### config.mk
export PLATFORM = sky130hd
export DESIGN_NAME = dac_sample_fifo
export DESIGN_NICKNAME = d
export VERILOG_FILES = /design/src/rtl/dsf_pkg.sv /design/src/rtl/dsf_store.sv /design/src/rtl/dsf_swing_seq.sv /design/src/rtl/dsf_flags.sv /design/src/rtl/dac_sample_fifo.sv
export SDC_FILE = /design/constraint.sdc
export NUM_CORES = 1
export LEC_CHECK = 0
export BUFFER_PORTS_ARGS = -buffer_cell sky130_fd_sc_hd__buf_2
export CORE_MARGIN = 5
export CORE_UTILIZATION = 55
export DETAILED_ROUTE_END_ITERATION = 8
export PLACE_DENSITY = 0.74
export SLEW_MARGIN = 5
export SYNTH_ARGS = -nofsm -noshare
export SYNTH_HDL_FRONTEND = slang
export SYNTH_HIERARCHICAL = 1
export SYNTH_SLANG_ARGS = --single-unit
export TNS_END_PERCENT = 50
### constraint.sdc
create_clock -name clk -period 5 [get_ports clk]
set_input_delay 1.5 -clock clk [delete_from_list [all_inputs] [get_ports clk]]
set_output_delay 1.5 -clock clk [all_outputs]
set_load 0.02 [all_outputs]
### src/rtl/dsf_pkg.sv
package dsf_pkg;
    typedef enum logic [1:0] {
        MODE_BUFFER = 2'd0,
        MODE_NORMAL = 2'd1,
        MODE_SWING  = 2'd2,
        MODE_NORM_B = 2'd3
    } play_mode_e;

    typedef enum logic {
        SW_RISE = 1'b0,
        SW_FALL = 1'b1
    } swing_state_e;

    localparam int IE_FULL  = 0;
    localparam int IE_EMPTY = 1;
    localparam int IE_WM    = 2;
    localparam int IE_SWBK  = 3;
    localparam int IE_OF    = 4;
    localparam int IE_UF    = 5;
    localparam int IE_W     = 6;
endpackage

### src/rtl/dsf_store.sv
module dsf_store #(
    parameter int DATA_W = 12,
    parameter int DEPTH  = 16,
    localparam int AW    = $clog2(DEPTH)
) (
    input  logic              clk,
    input  logic              we,
    input  logic [AW-1:0]     waddr,
    input  logic [DATA_W-1:0] wdata,
    input  logic [AW-1:0]     raddr,
    output logic [DATA_W-1:0] rdata
);
    logic [DATA_W-1:0] mem_q [DEPTH];

    always_ff @(posedge clk) begin
        if (we) begin
            mem_q[waddr] <= wdata;
        end
    end

    assign rdata = mem_q[raddr];
endmodule

### src/rtl/dsf_swing_seq.sv
module dsf_swing_seq
    import dsf_pkg::*;
#(
    parameter int AW = 4
) (
    input  logic          clk,
    input  logic          rst_n,
    input  logic          clr,
    input  logic          step,
    input  logic [AW-1:0] top,
    output logic [AW-1:0] idx,
    output logic          wrap_o
);
    swing_state_e  state_q, state_d;
    logic [AW-1:0] idx_q, idx_d;
    logic          wrap_d;

    always_ff @(posedge clk or negedge rst_n) begin
        if (!rst_n) begin
            state_q <= SW_RISE;
            idx_q   <= '0;
        end else if (clr) begin
            state_q <= SW_RISE;
            idx_q   <= '0;
        end else if (step) begin
            state_q <= state_d;
            idx_q   <= idx_d;
        end
    end

    always_comb begin
        state_d = state_q;
        idx_d   = idx_q;
        wrap_d  = 1'b0;
        unique case (state_q)
            SW_RISE: begin
                if (top == '0) begin
                    idx_d  = '0;
                    wrap_d = 1'b1;
                end else if (idx_q >= top) begin
                    idx_d = idx_q - AW'(1);
                    if (idx_q == AW'(1)) begin
                        wrap_d = 1'b1;
                    end else begin
                        state_d = SW_FALL;
                    end
                end else begin
                    idx_d = idx_q + AW'(1);
                end
            end
            SW_FALL: begin
                if (idx_q <= AW'(1)) begin
                    idx_d   = '0;
                    state_d = SW_RISE;
                    wrap_d  = 1'b1;
                end else begin
                    idx_d = idx_q - AW'(1);
                end
            end
            default: begin
                state_d = SW_RISE;
                idx_d   = '0;
            end
        endcase
    end

    assign idx    = idx_q;
    assign wrap_o = step & wrap_d & ~clr;

    // a completed period leaves the index at zero
    a_r6_wrap_to_zero: assert property (@(posedge clk) disable iff (!rst_n)
        wrap_o |=> (idx_q == '0));

    // the index never passes the top while stepping
    a_r6_idx_in_range: assert property (@(posedge clk) disable iff (!rst_n)
        (step && !clr) |-> (idx_q <= top));
endmodule

### src/rtl/dsf_flags.sv
module dsf_flags
    import dsf_pkg::*;
#(
    parameter int DEPTH = 16,
    localparam int PW   = $clog2(DEPTH) + 1
) (
    input  logic          clk,
    input  logic          rst_n,
    input  logic          clr_all,
    input  logic          freeze,
    input  logic [PW-1:0] cnt_next,
    input  logic [PW-1:0] wm_level,
    input  logic          uf_set,
    input  logic          of_set,
    input  logic          sb_set,
    input  logic [2:0]    w1c,
    input  logic [IE_W-1:0] int_en,
    input  logic [1:0]    dma_en,
    output logic          empty_o,
    output logic          full_o,
    output logic          wm_o,
    output logic          uf_o,
    output logic          of_o,
    output logic          sb_o,
    output logic          irq_o,
    output logic          dma_empty_o,
    output logic          dma_wm_o
);
    localparam logic [PW-1:0] DEPTH_P = PW'(DEPTH);

    logic empty_q, full_q, wm_q, uf_q, of_q, sb_q;
    logic [IE_W-1:0] flag_vec;

    always_ff @(posedge clk or negedge rst_n) begin
        if (!rst_n) begin
            empty_q <= 1'b1;
            full_q  <= 1'b0;
            wm_q    <= 1'b1;
            uf_q    <= 1'b0;
            of_q    <= 1'b0;
            sb_q    <= 1'b0;
        end else if (clr_all) begin
            empty_q <= 1'b1;
            full_q  <= 1'b0;
            wm_q    <= 1'b1;
            uf_q    <= 1'b0;
            of_q    <= 1'b0;
            sb_q    <= 1'b0;
        end else begin
            if (!freeze) begin
                empty_q <= (cnt_next == '0);
                full_q  <= (cnt_next == DEPTH_P);
                wm_q    <= (cnt_next <= wm_level);
            end
            uf_q <= uf_set | (uf_q & ~w1c[0]);
            of_q <= of_set | (of_q & ~w1c[1]);
            sb_q <= sb_set | (sb_q & ~w1c[2]);
        end
    end

    always_comb begin
        flag_vec           = '0;
        flag_vec[IE_FULL]  = full_q;
        flag_vec[IE_EMPTY] = empty_q;
        flag_vec[IE_WM]    = wm_q;
        flag_vec[IE_SWBK]  = sb_q;
        flag_vec[IE_OF]    = of_q;
        flag_vec[IE_UF]    = uf_q;
    end

    assign empty_o     = empty_q;
    assign full_o      = full_q;
    assign wm_o        = wm_q;
    assign uf_o        = uf_q;
    assign of_o        = of_q;
    assign sb_o        = sb_q;
    assign irq_o       = |(flag_vec & int_en);
    assign dma_empty_o = empty_q & dma_en[0];
    assign dma_wm_o    = wm_q & dma_en[1];

    // level flags hold across a clock spent in swing mode
    a_r7_levels_frozen: assert property (@(posedge clk) disable iff (!rst_n)
        ($past(rst_n) && $past(freeze) && !$past(clr_all))
            |-> $stable({empty_q, full_q, wm_q}));

    // underflow stays until cleared
    a_r8_uf_sticky: assert property (@(posedge clk) disable iff (!rst_n)
        (uf_q && !w1c[0] && !clr_all) |=> uf_q);

    // overflow stays until cleared
    a_r8_of_sticky: assert property (@(posedge clk) disable iff (!rst_n)
        (of_q && !w1c[1] && !clr_all) |=> of_q);
endmodule

### src/rtl/dac_sample_fifo.sv
module dac_sample_fifo
    import dsf_pkg::*;
#(
    parameter int DATA_W = 12,
    parameter int DEPTH  = 16,
    localparam int AW    = $clog2(DEPTH),
    localparam int PW    = AW + 1
) (
    input  logic              clk,
    input  logic              rst_n,
    input  logic              soft_rst,
    input  logic              fifo_rst,
    input  logic [1:0]        mode,
    input  logic              trig_sel,
    input  logic              hw_trig,
    input  logic              sw_trig,
    input  logic              wr_en,
    input  logic [DATA_W-1:0] wr_data,
    input  logic [PW-1:0]     wm_level,
    input  logic [2:0]        flag_clr,
    input  logic [5:0]        int_en,
    input  logic [1:0]        dma_en,
    output logic [DATA_W-1:0] conv_data,
    output logic              empty_flag,
    output logic              full_flag,
    output logic              wm_flag,
    output logic              uf_flag,
    output logic              of_flag,
    output logic              swbk_flag,
    output logic              irq,
    output logic              dma_empty_req,
    output logic              dma_wm_req
);
    localparam logic [PW-1:0] DEPTH_P = PW'(DEPTH);

    play_mode_e        mode_e;
    logic              is_buf, is_swing, trig, clr_all;
    logic [PW-1:0]     wptr_q, rptr_q, cnt, cnt_next;
    logic              cnt_zero, cnt_full;
    logic              wr_ok, of_set, rd_norm, uf_set, swing_step, sb_set;
    logic [AW-1:0]     sidx, top, raddr;
    logic [DATA_W-1:0] rdata, conv_q;

    assign mode_e   = play_mode_e'(mode);
    assign is_buf   = (mode_e == MODE_BUFFER);
    assign is_swing = (mode_e == MODE_SWING);
    assign trig     = trig_sel ? sw_trig : hw_trig;
    assign clr_all  = soft_rst | fifo_rst;

    assign cnt      = wptr_q - rptr_q;
    assign cnt_zero = (cnt == '0);
    assign cnt_full = (cnt == DEPTH_P);

    assign wr_ok      = wr_en & ~is_buf & ~cnt_full;
    assign of_set     = wr_en & ~is_buf & cnt_full;
    assign rd_norm    = trig & ~is_buf & ~is_swing & ~cnt_zero;
    assign uf_set     = trig & ~is_buf & cnt_zero;
    assign swing_step = trig & is_swing & ~cnt_zero;
    assign cnt_next   = cnt + PW'(wr_ok) - PW'(rd_norm);

    assign top   = AW'(cnt - PW'(1));
    assign raddr = rptr_q[AW-1:0] + (is_swing ? sidx : '0);

    always_ff @(posedge clk or negedge rst_n) begin
        if (!rst_n) begin
            wptr_q <= '0;
            rptr_q <= '0;
        end else if (clr_all) begin
            wptr_q <= '0;
            rptr_q <= '0;
        end else begin
            if (wr_ok) wptr_q <= wptr_q + PW'(1);
            if (rd_norm) rptr_q <= rptr_q + PW'(1);
        end
    end

    always_ff @(posedge clk or negedge rst_n) begin
        if (!rst_n) begin
            conv_q <= '0;
        end else if (soft_rst) begin
            conv_q <= '0;
        end else if (fifo_rst) begin
            conv_q <= conv_q;
        end else if (is_buf && wr_en) begin
            conv_q <= wr_data;
        end else if (rd_norm || swing_step) begin
            conv_q <= rdata;
        end
    end

    dsf_store #(.DATA_W(DATA_W), .DEPTH(DEPTH)) store_i (
        .clk   (clk),
        .we    (wr_ok & ~clr_all),
        .waddr (wptr_q[AW-1:0]),
        .wdata (wr_data),
        .raddr (raddr),
        .rdata (rdata)
    );

    dsf_swing_seq #(.AW(AW)) swing_i (
        .clk    (clk),
        .rst_n  (rst_n),
        .clr    (clr_all | ~is_swing),
        .step   (swing_step),
        .top    (top),
        .idx    (sidx),
        .wrap_o (sb_set)
    );

    dsf_flags #(.DEPTH(DEPTH)) flags_i (
        .clk         (clk),
        .rst_n       (rst_n),
        .clr_all     (clr_all),
        .freeze      (is_swing),
        .cnt_next    (cnt_next),
        .wm_level    (wm_level),
        .uf_set      (uf_set),
        .of_set      (of_set),
        .sb_set      (sb_set),
        .w1c         (flag_clr),
        .int_en      (int_en),
        .dma_en      (dma_en),
        .empty_o     (empty_flag),
        .full_o      (full_flag),
        .wm_o        (wm_flag),
        .uf_o        (uf_flag),
        .of_o        (of_flag),
        .sb_o        (swbk_flag),
        .irq_o       (irq),
        .dma_empty_o (dma_empty_req),
        .dma_wm_o    (dma_wm_req)
    );

    assign conv_data = conv_q;

    // a write into a full FIFO leaves the write pointer and raises overflow
    a_r4_no_overflow: assert property (@(posedge clk) disable iff (!rst_n)
        (wr_en && !is_buf && cnt_full && !clr_all) |=> ($stable(wptr_q) && of_flag));

    // a trigger on an empty FIFO holds the output and raises underflow
    a_r3_underflow_hold: assert property (@(posedge clk) disable iff (!rst_n)
        (trig && !is_buf && cnt_zero && !clr_all && !wr_en) |=> ($stable(conv_q) && uf_flag));

    // buffer-mode writes reach the output on the next clock
    a_r1_buffer_pass: assert property (@(posedge clk) disable iff (!rst_n)
        (is_buf && wr_en && !clr_all) |=> (conv_q == $past(wr_data)));
endmodule

; ---- Word-level counts from Yosys, hierarchy flattened
; Memory sizes are Yosys's and may differ from the RTL's.
; Cells that the tools add are included.
[classes]
n_lt_le_gt_ge = 3
muxes = 39
bitwise = 33
n_eq_ne = 6
addsub = 9
reduce_logical = 12
[ops]
columns = cell, count
row1 = 12-bit 2-to-1 mux, 4
row2 = 4-bit 2-to-1 mux, 6
row3 = 1-bit 2-to-1 mux, 22
row4 = 5-bit 2-to-1 mux, 4
row5 = 1-bit AND, 17
row6 = 5-bit by 1-bit adder with 5-bit output (second input constant), 2
row7 = 5-bit equality test (second input constant), 2
row8 = 5-bit zero test, 2
row9 = 1-bit NOT, 10
row10 = 4-bit one-hot mux with 2 select lines, 1
row11 = 4-bit by 1-bit subtractor with 4-bit output (second input constant), 2
row12 = 6-bit AND, 1
row13 = 2-bit nonzero test, 3
row14 = 6-bit OR reduction, 1
row15 = 5-bit by 1-bit adder with 5-bit output, 1
row16 = 5-bit less-or-equal comparator, 1
row17 = 1-bit OR, 5
row18 = 5-bit by 1-bit subtractor with 5-bit output, 1
row19 = 5-bit subtractor, 1
row20 = 4-bit by 1-bit adder with 4-bit output (second input constant), 1
row21 = 4-bit adder, 1
row22 = 4-bit by 1-bit equality test with 1-bit output (second input constant), 1
row23 = 4-bit >= comparator, 1
row24 = 4-bit by 1-bit less-or-equal comparator with 1-bit output (second input constant), 1
row25 = 9 further kinds, 11
[word_totals]
mem_bits_rw = 192
ff_bits = 33
n_memories = 1
out_inout_bits = 21
wordCells = 114
[memory_table]
columns = memory, depth, word_bits, rd, rd_clocked_by_memory_dff, write_ports, line
row1 = store_i.mem_q, 16, 12, 1, 0, 1, dsf_store.sv:13  ; logic [DATA_W-1:0] mem_q [DEPTH];

; ---- Logic depth before layout (Yosys ltp)
; Gate-level depths: netlist (run 1).
[logic_depth]
word_depth = 10
mapped_depth = 24
depth_no_buf = 23

; ---- By module
; The synthesis (run 1) kept the hierarchy.
[modules_own_cells]
columns = module, seq_area_each_um2, area_each_um2, cells_per_inst, n_inst
row1 = dsf_store, 5765.5, 7359.6, 317, 1
row2 = dac_sample_fifo, 550.5, 2234.6, 261, 1
row3 = dsf_swing_seq, 125.1, 471.7, 54, 1
row4 = dsf_flags, 152.6, 410.4, 48, 1

; ---- Worst setup path after synthesis (run 1)
; Ideal clock, no wire load.
[synth_timing]
kind = register -> register
start = reg wptr_q[0]
end = reg flags_i.wm_q (netlist: flags_i/wm_o)
path_stages_with_launch = 21
path_buffers = 1
t_arrival_ps = 4412
required_ps = 4918
period_less_slack_ps = 4494
slack_ps = 506
setup_ps = 82
cell_sequence = dfrtp_1 inv_1 ha_1 fa_1 xor2_1 ha_1 and2_1 clkbuf_1 a21oi_1 ha_1 inv_1 ha_1 fa_1 a21oi_1 o21bai_1 xnor2_1 xnor2_1 ha_1 a21oi_1 o221ai_1 a22oi_1
[synth_between]
elab_chain_len = 9
elab_cells_between_ends = 12
classes_between = 3 x add/sub / 1 x order compare / 1 x eq/ne / 2 x mux / 4 x bitwise / 1 x reduce/logical
[synth_rtl]
columns = element, line
row1 = from (decl), dac_sample_fifo.sv:38  ; logic [PW-1:0] wptr_q, rptr_q, cnt, cnt_next;
row2 = from (signal assigned), dac_sample_fifo.sv:72  ; if (wr_ok) wptr_q <= wptr_q + PW'(1);
row3 = 5-bit subtractor (*), dac_sample_fifo.sv:50  ; assign cnt = wptr_q - rptr_q;
row4 = 5-bit equality test, dac_sample_fifo.sv:52  ; assign cnt_full = (cnt == DEPTH_P);
row5 = 1-bit NOT, dac_sample_fifo.sv:54  ; assign wr_ok = wr_en & ~is_buf & ~cnt_full;
row6 = 1-bit AND, dac_sample_fifo.sv:54
row7 = 5-bit by 1-bit adder with 5-bit output, dac_sample_fifo.sv:59  ; assign cnt_next = cnt + PW'(wr_ok) - PW'(rd_norm);
row8 = 5-bit by 1-bit subtractor with 5-bit output (*), dac_sample_fifo.sv:59
row9 = net cnt_next[4], dac_sample_fifo.sv:38
row10 = 5-bit less-or-equal comparator (*), dsf_flags.sv:53  ; wm_q <= (cnt_next <= wm_level);
row11 = 1-bit 2-to-1 mux (*), dsf_flags.sv:50  ; if (!freeze) begin
row12 = 1-bit 2-to-1 mux (*), dsf_flags.sv:42  ; end else if (clr_all) begin
row13 = to (signal assigned), dsf_flags.sv:53
row14 = to (decl), dsf_flags.sv:31  ; logic empty_q, full_q, wm_q, uf_q, of_q, sb_q;
; The timed path passes the listed nets; every way through them passes the cells marked *. The select of a mux whose other input is x is not followed.
; A chain may end at the register's enable or synchronous reset.

; ---- Final worst setup path (run 1)
[layout_timing]
start = reg rptr_q[0]
end = reg flags_i.wm_q (netlist: flags_i/wm_o)
[layout_between]
elab_chain_len = 9
elab_cells_between_ends = 12
classes_between = 3 x add/sub / 1 x order compare / 1 x eq/ne / 2 x mux / 4 x bitwise / 1 x reduce/logical
[layout_rtl]
columns = element, line
row1 = from (decl), dac_sample_fifo.sv:38
row2 = from (signal assigned), dac_sample_fifo.sv:73  ; if (rd_norm) rptr_q <= rptr_q + PW'(1);
row3 = 5-bit subtractor (*), dac_sample_fifo.sv:50
row4 = 5-bit equality test, dac_sample_fifo.sv:52
row5 = 1-bit NOT, dac_sample_fifo.sv:54
row6 = 1-bit AND, dac_sample_fifo.sv:54
row7 = 5-bit by 1-bit adder with 5-bit output, dac_sample_fifo.sv:59
row8 = 5-bit by 1-bit subtractor with 5-bit output (*), dac_sample_fifo.sv:59
row9 = net cnt_next[4], dac_sample_fifo.sv:38
row10 = 5-bit less-or-equal comparator (*), dsf_flags.sv:53
row11 = 1-bit 2-to-1 mux (*), dsf_flags.sv:50
row12 = 1-bit 2-to-1 mux (*), dsf_flags.sv:42
; Marked as above.

==> metrics.md, run 1 <==
| Metric | Value |
|---|---|
| Die W | 148 µm |
| Die area | 21900 µm² |
| Cell repeated most along the worst path | ha_1 |
| FFs w/ async S/R, synth | 14.7% |
| FF-to-FF End | flags_i/wm_o |
| Clock Latency Late Sink | 0.53 ns |
| Total GRT Usage | 21.8% |
| TritonCTS buffer count | 24 |
| Longest Clk Path Bufs | 3 |
| Required time worst endpoint | 5.44 ns |
| Status | completed |
| Final Skew | ~0.015 ns |
| Root Buffer | clkbuf_16 |
| Post-layout minimum cycle time | ~4.6 ns |
| Switch share | 23.1% |
| Hold_sp | flags_i/sb_o |
| Grt ovf | 0 |
| Initial DRC count | 524 |
| Routed wire length | ~23 mm |
| Port-buffer cells | 58 |
| Hpwl dp | 15.7 mm |
| Max-cap viol count | 0 |
| Unrepaired setup endpoints after global routing | false |
| Rows | 50 |
| Power density over cell area | 356 nW/µm² |
| Initial antenna violation count | 0 |
| Syn_nets | 750 |
| Worst R2R Path Depth | 18 |
| Comb power frac | 8.0% |
| Leak | between 4 and 5 nW |
| Slowest CP cell | dfrtp_1 |
| Setup TNS | 0 ns |
| CTS tree | done |
| Post-DRT Antenna Nets | 0 |
| I/O pins | just under 60 |
| Worst hold endpoint | flags_i/sb_o |
| Largest net degree at the start of global routing | 41 |
| Synth warn | 6 |
| Post-synth EDFFs | 192 |
| Syn_area_per_cell | 15.4 µm² |
| Synth Flop Type | edfxtp_1 |
| FF-to-FF setup slack | between 0.3 and 0.4 ns |
| Clock share of power | 42.8% |
| Normalized max-slew margin | 32.1% |
| Antenna cell count | 0 |
| CP peak stage delay | 0.47 ns |
| Hold depth | 2 |
| Sw power | 0.990 mW |
| Post-DR vias/cell | 6.30 |
| Worst hold slack | 0.541 ns |
| Chip height | around 150 µm |
| Placed Area | 11200 µm² |
| Worst Setup Path Type | reg -> reg |
| Final hold viol count | 0 |
| Final core utilization | ~64% |
| Layout Nets | 838 |
| Crit path launch type | register |
| Achievable Freq | 0.215 GHz |
| #FFs+latches synth | 225 |
| Vias | ~6.4k |
| Area grow syn2layout | 15.0% |
| Mapped Cells | between 600 and 700 |
| Worst path cell trace | ha_1, fa_1, xor2_1, ha_1, and2_1, a21oi_2, ha_1, inv_1, ha_1, fa_1, a21oi_1, o21bai_1, xnor2_1, xnor2_1, ha_1, a21oi_1, o221ai_1, a22oi_1 |
| Vias in the first global route | 6608 |
| Worst-path maximum fanout | 6 |
| Crit path capture type | register |
| Detailed Routing Iterations Pass 1 | 5 |
| Post-route cell area | 12000 µm² |
| Final setup viols | 0 |
| Design internal power | 3.29 mW |
| Routability cong. | around 0.83 |
| Sink Count | around 230 |
| Initial Util | 56.0% |
| Final Slew Violations | 0 |
| Least-Margin Pin Slew | a little over 1 ns |
| Sequential power share | between 40% and 50% |
| Hold Crit Class | reg -> reg |
| Post-synth cell types | 59 |
| Post-synth design cell area | ~10000 µm² |
| Residual DRC | 0 |
| Peak supply drop | 0.301 mV |
| Fraction of final layout cells sized beyond drive strength 1 | 24.7% |
| First-pass GRT wire length | 37.2 mm |
| Clk pin slew, worst setup/hold paths | 0.06 ns |
| Core footprint | 18700 µm² |
| Arrival time worst endpoint | 5.09 ns |
| Register area share after synthesis | 62.9% |
| Post-route clock period utilization | 93.0% |
| Reg2reg start | rptr_q[0] |
| H-tree depth | 1 |
| Wire per inst | between 20 and 25 µm |
[critical path: cells and delay by family, from the launching register on]
| kind | cells | cell delay (ns) |
|---|---|---|
| buf+inv | 1 | 0.04 |
| xor+xnor | 3 | 0.79 |
| compound gates | 6 | 0.90 |
| simple gates | 1 | 0.27 |
| flops | 1 | 0.47 |
| fa+ha+maj | 7 | 2.11 |
[power groups by stage]
stage                     sequential [mW]  clock (mW)  combinational [mW]
after floorplan                      2.17           0               0.171
after global placement               2.14           0               0.322
after detailed placement             2.15           0               0.337
after CTS                            2.11        1.86               0.338
after global routing                 2.11        1.96               0.373
final                                2.11        1.84               0.342
[registers in the layout, indices dropped and copies added (netlist names), 4 cells and up]
name           flops
store_i/mem_q    192
rptr_q             5
swing_i/idx        4
wptr_q             5
conv_data         12
[cell type report]
type	instances	area (µm²)
tap	234	293
inverter	38	143
fill	1317	6660
clock inverter	18	228
clock buffer	26	608
sequential	225	6600
multi-input combinational	386	3590
timing repair buffer	93	591
[what timing repair did]
action	4_1_cts	5_1_grt
resized for setup	0	4
setup endpoints to repair	0	1
hold buffers	0	0
endpoints found under the hold margin	0	0
setup buffers	0	1
[Yosys cell counts (2+ instances only)]
master,number,area [µm²]
a21o_1,3,22.5
ha_1,29,363
a22oi_1,28,210
nand3_1,18,90.1
o211ai_1,13,97.6
buf_6,3,33.8
o21ai_0,7,35.0
xnor2_1,10,87.6
fa_1,3,60.1
xor2_2,2,32.5
nor4_1,2,12.5
nand2b_1,8,50.1
a21oi_1,16,80.1
a221oi_2,3,45.0
nor2_1,44,165
or3_1,5,31.3
buf_12,2,40.0
dfrtp_1,31,776
nor3_1,5,25.0
and3_1,12,75.1
a211oi_1,3,22.5
xor2_1,2,17.5
mux4_2,33,743
edfxtp_1,192,5770
nand4_1,16,100
nor2b_1,3,18.8
clkbuf_1,16,60.1
a221oi_1,9,78.8
dfstp_2,2,52.6
nand2_1,38,143
and2_1,6,37.5
nor2_2,3,18.8
nand3b_1,3,22.5
inv_1,37,139
mux2i_1,26,260
buf_2,8,40.0
a21oi_2,3,26.3
mux4_1,15,394
[cells in the final DEF, fill, tap and decap left out, drive strengths merged, types with 3 or more instances in the layout]
| cell | count |
|---|---|
| a211oi | 3 |
| a21o | 3 |
| a21oi | 20 |
| a221oi | 12 |
| a22oi | 28 |
| and2 | 6 |
| and3 | 12 |
| buf | 93 |
| bufinv | 4 |
| clkbuf | 26 |
| clkinv | 11 |
| dfrtp | 31 |
| edfxtp | 192 |
| fa | 3 |
| ha | 29 |
| inv | 39 |
| mux2i | 26 |
| mux4 | 48 |
| nand2 | 38 |
| nand2b | 8 |
| nand3 | 18 |
| nand3b | 3 |
| nand4 | 16 |
| nor2 | 47 |
| nor2b | 3 |
| nor3 | 5 |
| nor4 | 3 |
| o211ai | 13 |
| o21ai | 8 |
| or3 | 6 |
| xnor2 | 11 |
| xor2 | 4 |
[metal layers]
layer / wire [µm] / track usage [%] / vias up
li1: - / - / 2847
met5: 0 / 0 / -
met1: 9600 / 30.6 / 3229
met2: 11200 / 35.8 / 295
met3: 1950 / 3.89 / 50
met4: 594 / 5.36 / 0
[logic make-up after synthesis]
kind of cell	synth area share, %
XOR/XNOR	1.47
flip-flops	62.9
adder cells (fa/ha/maj)	4.04
AND/OR/NAND/NOR	8.38
multiplexers	13.4
buffers and inverters	3.13
AO/OA/AOI/OAI	6.59
[metrics by stage]
| stage | total power, mW | instances | setup WS, ns |
|---|---|---|---|
| finish | 4.28 | 1020 | 0.352 |
| global route | 4.44 | 1020 | 0.0191 |
| CTS | 4.31 | 1019 | 0.150 |
| detailed placement | 2.48 | 975 | 0.166 |
| global placement | 2.46 | 975 | 0.233 |
| floorplan | 2.34 | 680 | 0.506 |
[worst max path at each step]
stage          slack, ns            to       from
2_1_floorplan       0.51  flags_i/wm_o  wptr_q[0]
3_3_place_gp        0.23  conv_data[8]    mode[1]
3_5_place_dp        0.17  conv_data[7]    mode[1]
4_1_cts             0.15  flags_i/wm_o  rptr_q[1]
5_1_grt             0.02  flags_i/wm_o  rptr_q[1]
6_report            0.35  flags_i/wm_o  rptr_q[0]
Note: power is estimated with default switching activity, not from simulation.
==> run 2: changes to the inputs <==
- CTS_BUF_LIST: not set -> sky130_fd_sc_hd__clkbuf_4
==> run 2 against run 1 <==
Total power is 7.7% lower. Critical endpoint unchanged. Non-clock buffer count stayed put. Fmax is 0.16% lower. Worst hold slack hardly changed. Clock power is 18% lower. Die area stayed put. Via count is 3.2% higher. Global-route usage is 0.30 points higher.
==> metrics.md, run 2 (same netlist as run 1, synthesis figures left out) <==
| Metric | Value |
|---|---|
| Status | completed |
| Longest Clk Path Bufs | 3 (unchanged) |
| Peak supply drop | 0.273 mV (-9.2%) |
| Sink Count | 225 (unchanged) |
| Total GRT Usage | 22.1% (+0.30 points) |
| Wire per inst | 22.1 µm (-3.7%) |
| Max-cap viol count | 0 (unchanged) |
| Residual DRC | 0 (unchanged) |
| Routed wire length | 23.8 mm (+1.7%) |
| Area grow syn2layout | 13.8% |
| Worst hold slack | 0.541 ns (+0.000399 ns) |
| Reg2reg start | rptr_q[0] |
| Chip height | 148 µm (unchanged) |
| Setup WS pre-CTS | 0.166 ns (unchanged) |
| Unrepaired setup endpoints after global routing | false |
| Crit path capture type | register |
| FF-to-FF setup slack | 0.34 ns (about the same) |
| Vias | 6627 (+3.2%) |
| Die area | 21900 µm² (unchanged) |
| Biggest register | store_i/mem_q |
| Post-layout minimum cycle time | 4.66 ns (+0.00752 ns) |
| Final setup viols | 0 (unchanged) |
| Rows | 50 (unchanged) |
| CTS tree | done |
| Die W | 148 µm (unchanged) |
| Hpwl dp | 15.7 mm (unchanged) |
| Worst-path maximum fanout | 6 (unchanged) |
| Clk pin slew, worst setup/hold paths | 0.07 ns (about the same) |
| Initial DRC count | 482 (-8.0%) |
| Hold Crit Class | reg -> reg |
| TritonCTS buffer count | 56 (+130%) |
| Routability cong. | 0.835 (unchanged) |
| Clock Latency Late Sink | 0.67 ns (+0.14 ns) |
| Max FFs per register | 192 (unchanged) |
| Detailed Routing Iterations Pass 1 | 5 (unchanged) |
| FF-to-FF End | flags_i/wm_o |
| Leak | 4.44 nW (+0.43%) |
| Root Buffer | clkbuf_4 |
| Vias in the first global route | 6864 (+3.9%) |
| Total power draw | 3.95 mW (-7.7%) |
| Worst R2R Path Depth | 18 (unchanged) |
| Final Slew Violations | 0 (unchanged) |
| Power density over cell area | 332 nW/µm² (-6.8%) |
| Commonest non-fill, non-tap cell in the layout | edfxtp_1 |
| Fraction of final layout cells sized beyond drive strength 1 | 28.5% (+3.8 points) |
| Least-Margin Pin Slew | 1.00 ns (-0.0143 ns) |
| H-tree depth | 2 (+1) |
| Final hold viol count | 0 (unchanged) |
| Post-DRT Antenna Nets | 0 (unchanged) |
| Fillers | 1376 (+4.5%) |
| I/O pins | 59 (unchanged) |
| Initial antenna violation count | 1 (+1) |
| Required time worst endpoint | 5.57 ns (+0.13 ns) |
| Post-DR vias/cell | 6.15 (-2.3%) |
| Arrival time worst endpoint | 5.22 ns (+0.13 ns) |
| Port-buffer cells | 58 (unchanged) |
| Final Skew | 0.0323 ns (+0.0174 ns) |
| Setup TNS | 0 ns (unchanged) |
| Crit path from | rptr_q[0] |
| Core footprint | 18700 µm² (unchanged) |
| Worst Setup Path Type | reg -> reg |
| Initial Util | 56.0% (unchanged) |
| Grt ovf | 0 (unchanged) |
| Largest net degree at the start of global routing | 41 (unchanged) |
| First-pass GRT wire length | 37.6 mm (+1.0%) |
| Crit path launch type | register |
| Normalized max-slew margin | 33.0% (+0.96 points) |
| Post-route clock period utilization | 93.1% (+0.15 points) |
| Layout Nets | 870 (+3.8%) |
| Setup ws final | 0.345 ns (-0.00752 ns) |
| Most frequent cells in the layout | 192 x edfxtp_1, 81 x clkbuf_4, 58 x buf_2 |
| Critical path endpoint | flags_i/wm_o |
| Achievable Freq | 0.215 GHz (-0.16%) |
## run 2: changes by cell type in the layout (fill, tap and decap cells not counted)
cell	before	now
clkbuf_1	2	0
clkbuf_16	24	0
clkinv_2	3	1
clkinvlp_4	1	0
clkinv_16	1	0
clkinv_1	4	16
bufinv_16	4	1
clkinv_4	3	0
diode_2	0	1
clkbuf_4	0	81
clkinvlp_2	1	0
## run 2: layout make-up
type / instances / area (µm²) / area share [%]
Sequential cell: 225 / 6600 / 55.3
Multi-Input combinational cell: 386 / 3590 / 30.1
Clock buffer: 81 / 608 / 5.10
Timing Repair Buffer: 93 / 591 / 4.95
Tap cell: 234 / 293 / 2.45
Inverter: 38 / 143 / 1.20
Clock inverter: 19 / 104 / 0.871
Antenna cell: 1 / 2.50 / 0.0210
## run 2: how the worst min path moves through the flow
| stage | start | endpoint | cells past startpoint |
|---|---|---|---|
| after floorplan | swing_i/idx[3] | swing_i/idx[3] | 1 |
| after global placement | flags_i/sb_o | flags_i/sb_o | 2 |
| after detailed placement | flags_i/sb_o | flags_i/sb_o | 2 |
| after CTS | flags_i/sb_o | flags_i/sb_o | 2 |
| after global routing | flags_i/wm_o | flags_i/wm_o | 2 |
| final | flags_i/sb_o | flags_i/sb_o | 2 |
## run 2: per-layer routing
metal	share of wire, %	GRT usage, %	up-vias
met5	0	0	-
met3	8.8	5.24	42
met4	1.9	6.28	0
li1	-	-	2952
met1	41	29.9	3311
met2	49	36.1	322
## run 2: repair_timing
action | in CTS | in global routing
endpoints found under the setup margin | 0 | 1
setup buffers | 0 | 1
gates resized for setup | 0 | 4
hold buffers | 0 | 0
## run 2: per-stage QoR
stage,area (µm²),std cells,util [%]
after floorplan,10500,680,-
after global placement,11200,975,59.8
after detailed placement,11200,975,59.8
after CTS,11900,1075,63.6
after global routing,11900,1077,63.8
final,11900,1077,63.8
## run 2: where the power goes
| group | total [mW] | switching, mW | internal (mW) |
|---|---|---|---|
| clock | 1.50 | 0.709 | 0.795 |
| combinational | 0.343 | 0.218 | 0.124 |
| sequential | 2.11 | 0.0367 | 2.07 |
## run 2: critical path: stages, from the launching register on
cell,delay [ns]
dfrtp_1,0.46
ha_1,0.24
fa_1,0.40
xor2_1,0.41
ha_1,0.25
and2_1,0.27
a21oi_2,0.15
ha_1,0.30
inv_1,0.04
ha_1,0.20
fa_1,0.42
a21oi_1,0.21
o21bai_1,0.10
xnor2_1,0.14
xnor2_1,0.16
ha_1,0.34
nand4_1,0.13
o21a_1,0.20
a22oi_1,0.15
==> run 3: changes to the inputs <==
- CORE_ASPECT_RATIO: not set -> 2
==> run 3 against run 2 <==
Utilization down 0.99 points. Non-clock buffer count up 1. Flip-flop and latch count unchanged. Critical path type unchanged. Largest power group unchanged.
==> metrics.md, run 3 (same netlist as run 1, synthesis figures left out) <==
| Metric | Value |
|---|---|
| Status | completed |
| Longest Clk Path Bufs | 3 (unchanged) |
| Die area | 22100 µm² (+0.76%) |
| Commonest non-fill, non-tap cell in the layout | edfxtp_1 |
| Worst hold slack | 0.546 ns (+0.00478 ns) |
| Fraction of final layout cells sized beyond drive strength 1 | 27.5% (-1.0 points) |
| Hpwl dp | 16.9 mm (+7.7%) |
| Biggest register | store_i/mem_q |
| Largest net degree at the start of global routing | 49 (+20%) |
| Total GRT Usage | 22.2% (+0.19 points) |
| CTS tree | done |
| Chip height | 205 µm (+39%) |
| Setup ws final | 0.218 ns (-0.127 ns) |
| Met3 Use GR | 3.08% (-2.2 points) |
| Sink Count | 225 (unchanged) |
| Switch share | 24.1% (-0.24 points) |
| Final core utilization | 62.8% (-0.99 points) |
| M2 GR Usage | 42.1% (+6.0 points) |
| Setup WS pre-CTS | 0.140 ns (-0.0252 ns) |
| Most frequent cells in the layout | 192 x edfxtp_1, 66 x clkbuf_4, 58 x buf_2 |
| Initial DRC count | 471 (-2.3%) |
| Post-DR vias/cell | 5.94 (-3.4%) |
| H-tree depth | 2 (unchanged) |
| Max FFs per register | 192 (unchanged) |
| Worst-path maximum fanout | 18 (+12) |
| Crit. path cell count | 22 (+4) |
| TritonCTS buffer count | 48 (-14%) |
| Sw power | 0.908 mW (-5.8%) |
| Arrival time worst endpoint | 5.35 ns (+0.13 ns) |
| Worst Setup Path Type | reg -> reg |
| Hold depth | 2 (unchanged) |
| Layout Nets | 863 (-0.80%) |
| Final Slew Violations | 0 (unchanged) |
| Post-route clock period utilization | 95.6% (+2.5 points) |
| Initial Util | 55.6% (-0.38 points) |
| Vias | 6407 (-3.3%) |
| I/O pins | 59 (unchanged) |
| Final Skew | 0.0561 ns (+0.0239 ns) |
| Post-DRT Antenna Nets | 0 (unchanged) |
| Required time worst endpoint | 5.57 ns (about the same) |
| Hold Crit Class | reg -> reg |
| Post-route cell area | 11800 µm² (-0.88%) |
| Core footprint | 18800 µm² (+0.68%) |
| Slowest CP cell | dfrtp_2 |
| Design internal power | 2.85 mW (-4.6%) |
| Area grow syn2layout | 12.8% |
| Final std cells w/o fill | 1078 (+0.093%) |
| Leak | 4.36 nW (-1.7%) |
| Clk pin slew, worst setup/hold paths | 0.07 ns (about the same) |
| Final setup viols | 0 (unchanged) |
| Initial antenna violation count | 1 (unchanged) |
| Rows | 71 (+42%) |
| Die W | 108 µm (-27%) |
| Post-layout minimum cycle time | 4.78 ns (+0.127 ns) |
| Post-CTS Hold Fix Bufs | 0 (unchanged) |
| Vias in the first global route | 6658 (-3.0%) |
| Inst Count DP | 997 (+2.3%) |
| Clock share of power | 34.9% (-3.1 points) |
| CP peak stage delay | 0.47 ns (about the same) |
| Crit path launch type | register |
| Critical path buffers and inverters | 4 (+3) |
| Cell repeated most along the worst path | ha_1 |
| Largest delay share family, worst path | adder cells |
| Residual DRC | 0 (unchanged) |
| Worst R2R Path Depth | 22 (+4) |
| First-pass GRT wire length | 37.0 mm (-1.6%) |
| Achievable Freq | 0.209 GHz (-2.7%) |
| Clock Latency Late Sink | 0.66 ns (about the same) |
| Peak supply drop | 0.232 mV (-15%) |
| Placed Area | 11200 µm² (+0.30%) |
| Met1 Use GR | 23.8% (-6.2 points) |
| Least-Margin Pin Slew | 0.935 ns (-0.0674 ns) |
| Final hold viol count | 0 (unchanged) |
| Crit path capture type | register |
| Layer with the highest usage | met2 |
| Comb power frac | 9.1% (+0.4 points) |
| Max-cap viol count | 0 (unchanged) |
| Root Buffer | clkbuf_4 |
| Power density over cell area | 318 nW/µm² (-4.0%) |
| Routability cong. | 0.826 (-1.1%) |
| Port-buffer cells | 58 (unchanged) |
| Routed wire length | 23.7 mm (-0.48%) |
| Sequential power share | 56.0% (+2.7 points) |
| Detailed Routing Iterations Pass 1 | 5 (unchanged) |
| Normalized max-slew margin | 37.5% (+4.5 points) |
| Wire per inst | 22.0 µm (-0.58%) |
| Grt ovf | 0 (unchanged) |
| Worst path cell trace | inv_1, ha_1, a21o_1, a21oi_1, xnor2_2, inv_1, ha_1, and2_1, buf_4, a21oi_2, ha_1, inv_1, ha_1, fa_1, a21oi_1, o21bai_1, xnor2_1, xnor2_1, ha_1, a21oi_1, o221ai_1, a22oi_1 |
run 3: cell type report:
cell class | instances | area, µm²
timing repair buffer | 94 | 598
inverter | 38 | 143
clock inverter | 13 | 77.6
antenna | 1 | 2.50
multi-input combinational | 386 | 3590
fill | 1390 | 7010
tap | 255 | 319
clock buffer | 66 | 495
sequential | 225 | 6600
run 3: power groups by stage:
stage	sequential (mW)	clock [mW]	combinational, mW
after floorplan	2.17	0	0.171
after global placement	2.14	0	0.328
after detailed placement	2.15	0	0.341
after CTS	2.11	1.35	0.342
after global routing	2.11	1.45	0.376
final	2.11	1.31	0.342
run 3: timing repair:
item | CTS | global route
setup buffers | 0 | 1
gates resized for setup | 0 | 4
setup endpoints to repair | 0 | 1
endpoints found under the hold margin | 0 | 0
run 3: path summary, 6_finish.rpt:
| kind | start | endpoint | slack, ns |
|---|---|---|---|
| max | rptr_q[1] | flags_i/wm_o | 0.22 |
| min | flags_i/of_o | flags_i/of_o | 0.55 |
| max reg2reg | rptr_q[1] | flags_i/wm_o | 0.22 |
| min reg2reg | flags_i/of_o | flags_i/of_o | 0.55 |
| max in group asynchronous | rst_n | rptr_q[1] | 3.54 |
| min in group asynchronous | rst_n | rptr_q[0] | 0.91 |
run 3: stage by stage:
stage / total power [mW] / TNS, ns
after global routing: 3.93 / -0.0172
final: 3.76 / 0
after detailed placement: 2.49 / 0
after global placement: 2.47 / 0
after CTS: 3.80 / 0
after floorplan: 2.34 / 0
run 3: routing by layer:
metal | vias up | wire length, µm
met5 | - | 0
met4 | 0 | 974
met3 | 62 | 984
met2 | 225 | 13600
met1 | 3196 | 8120
li1 | 2924 | -
run 3: worst min-delay path: stages, from the launching register on:
cell and delay (ns):
dfrtp_1 0.37, a21oi_1 0.07, nor2_1 0.07
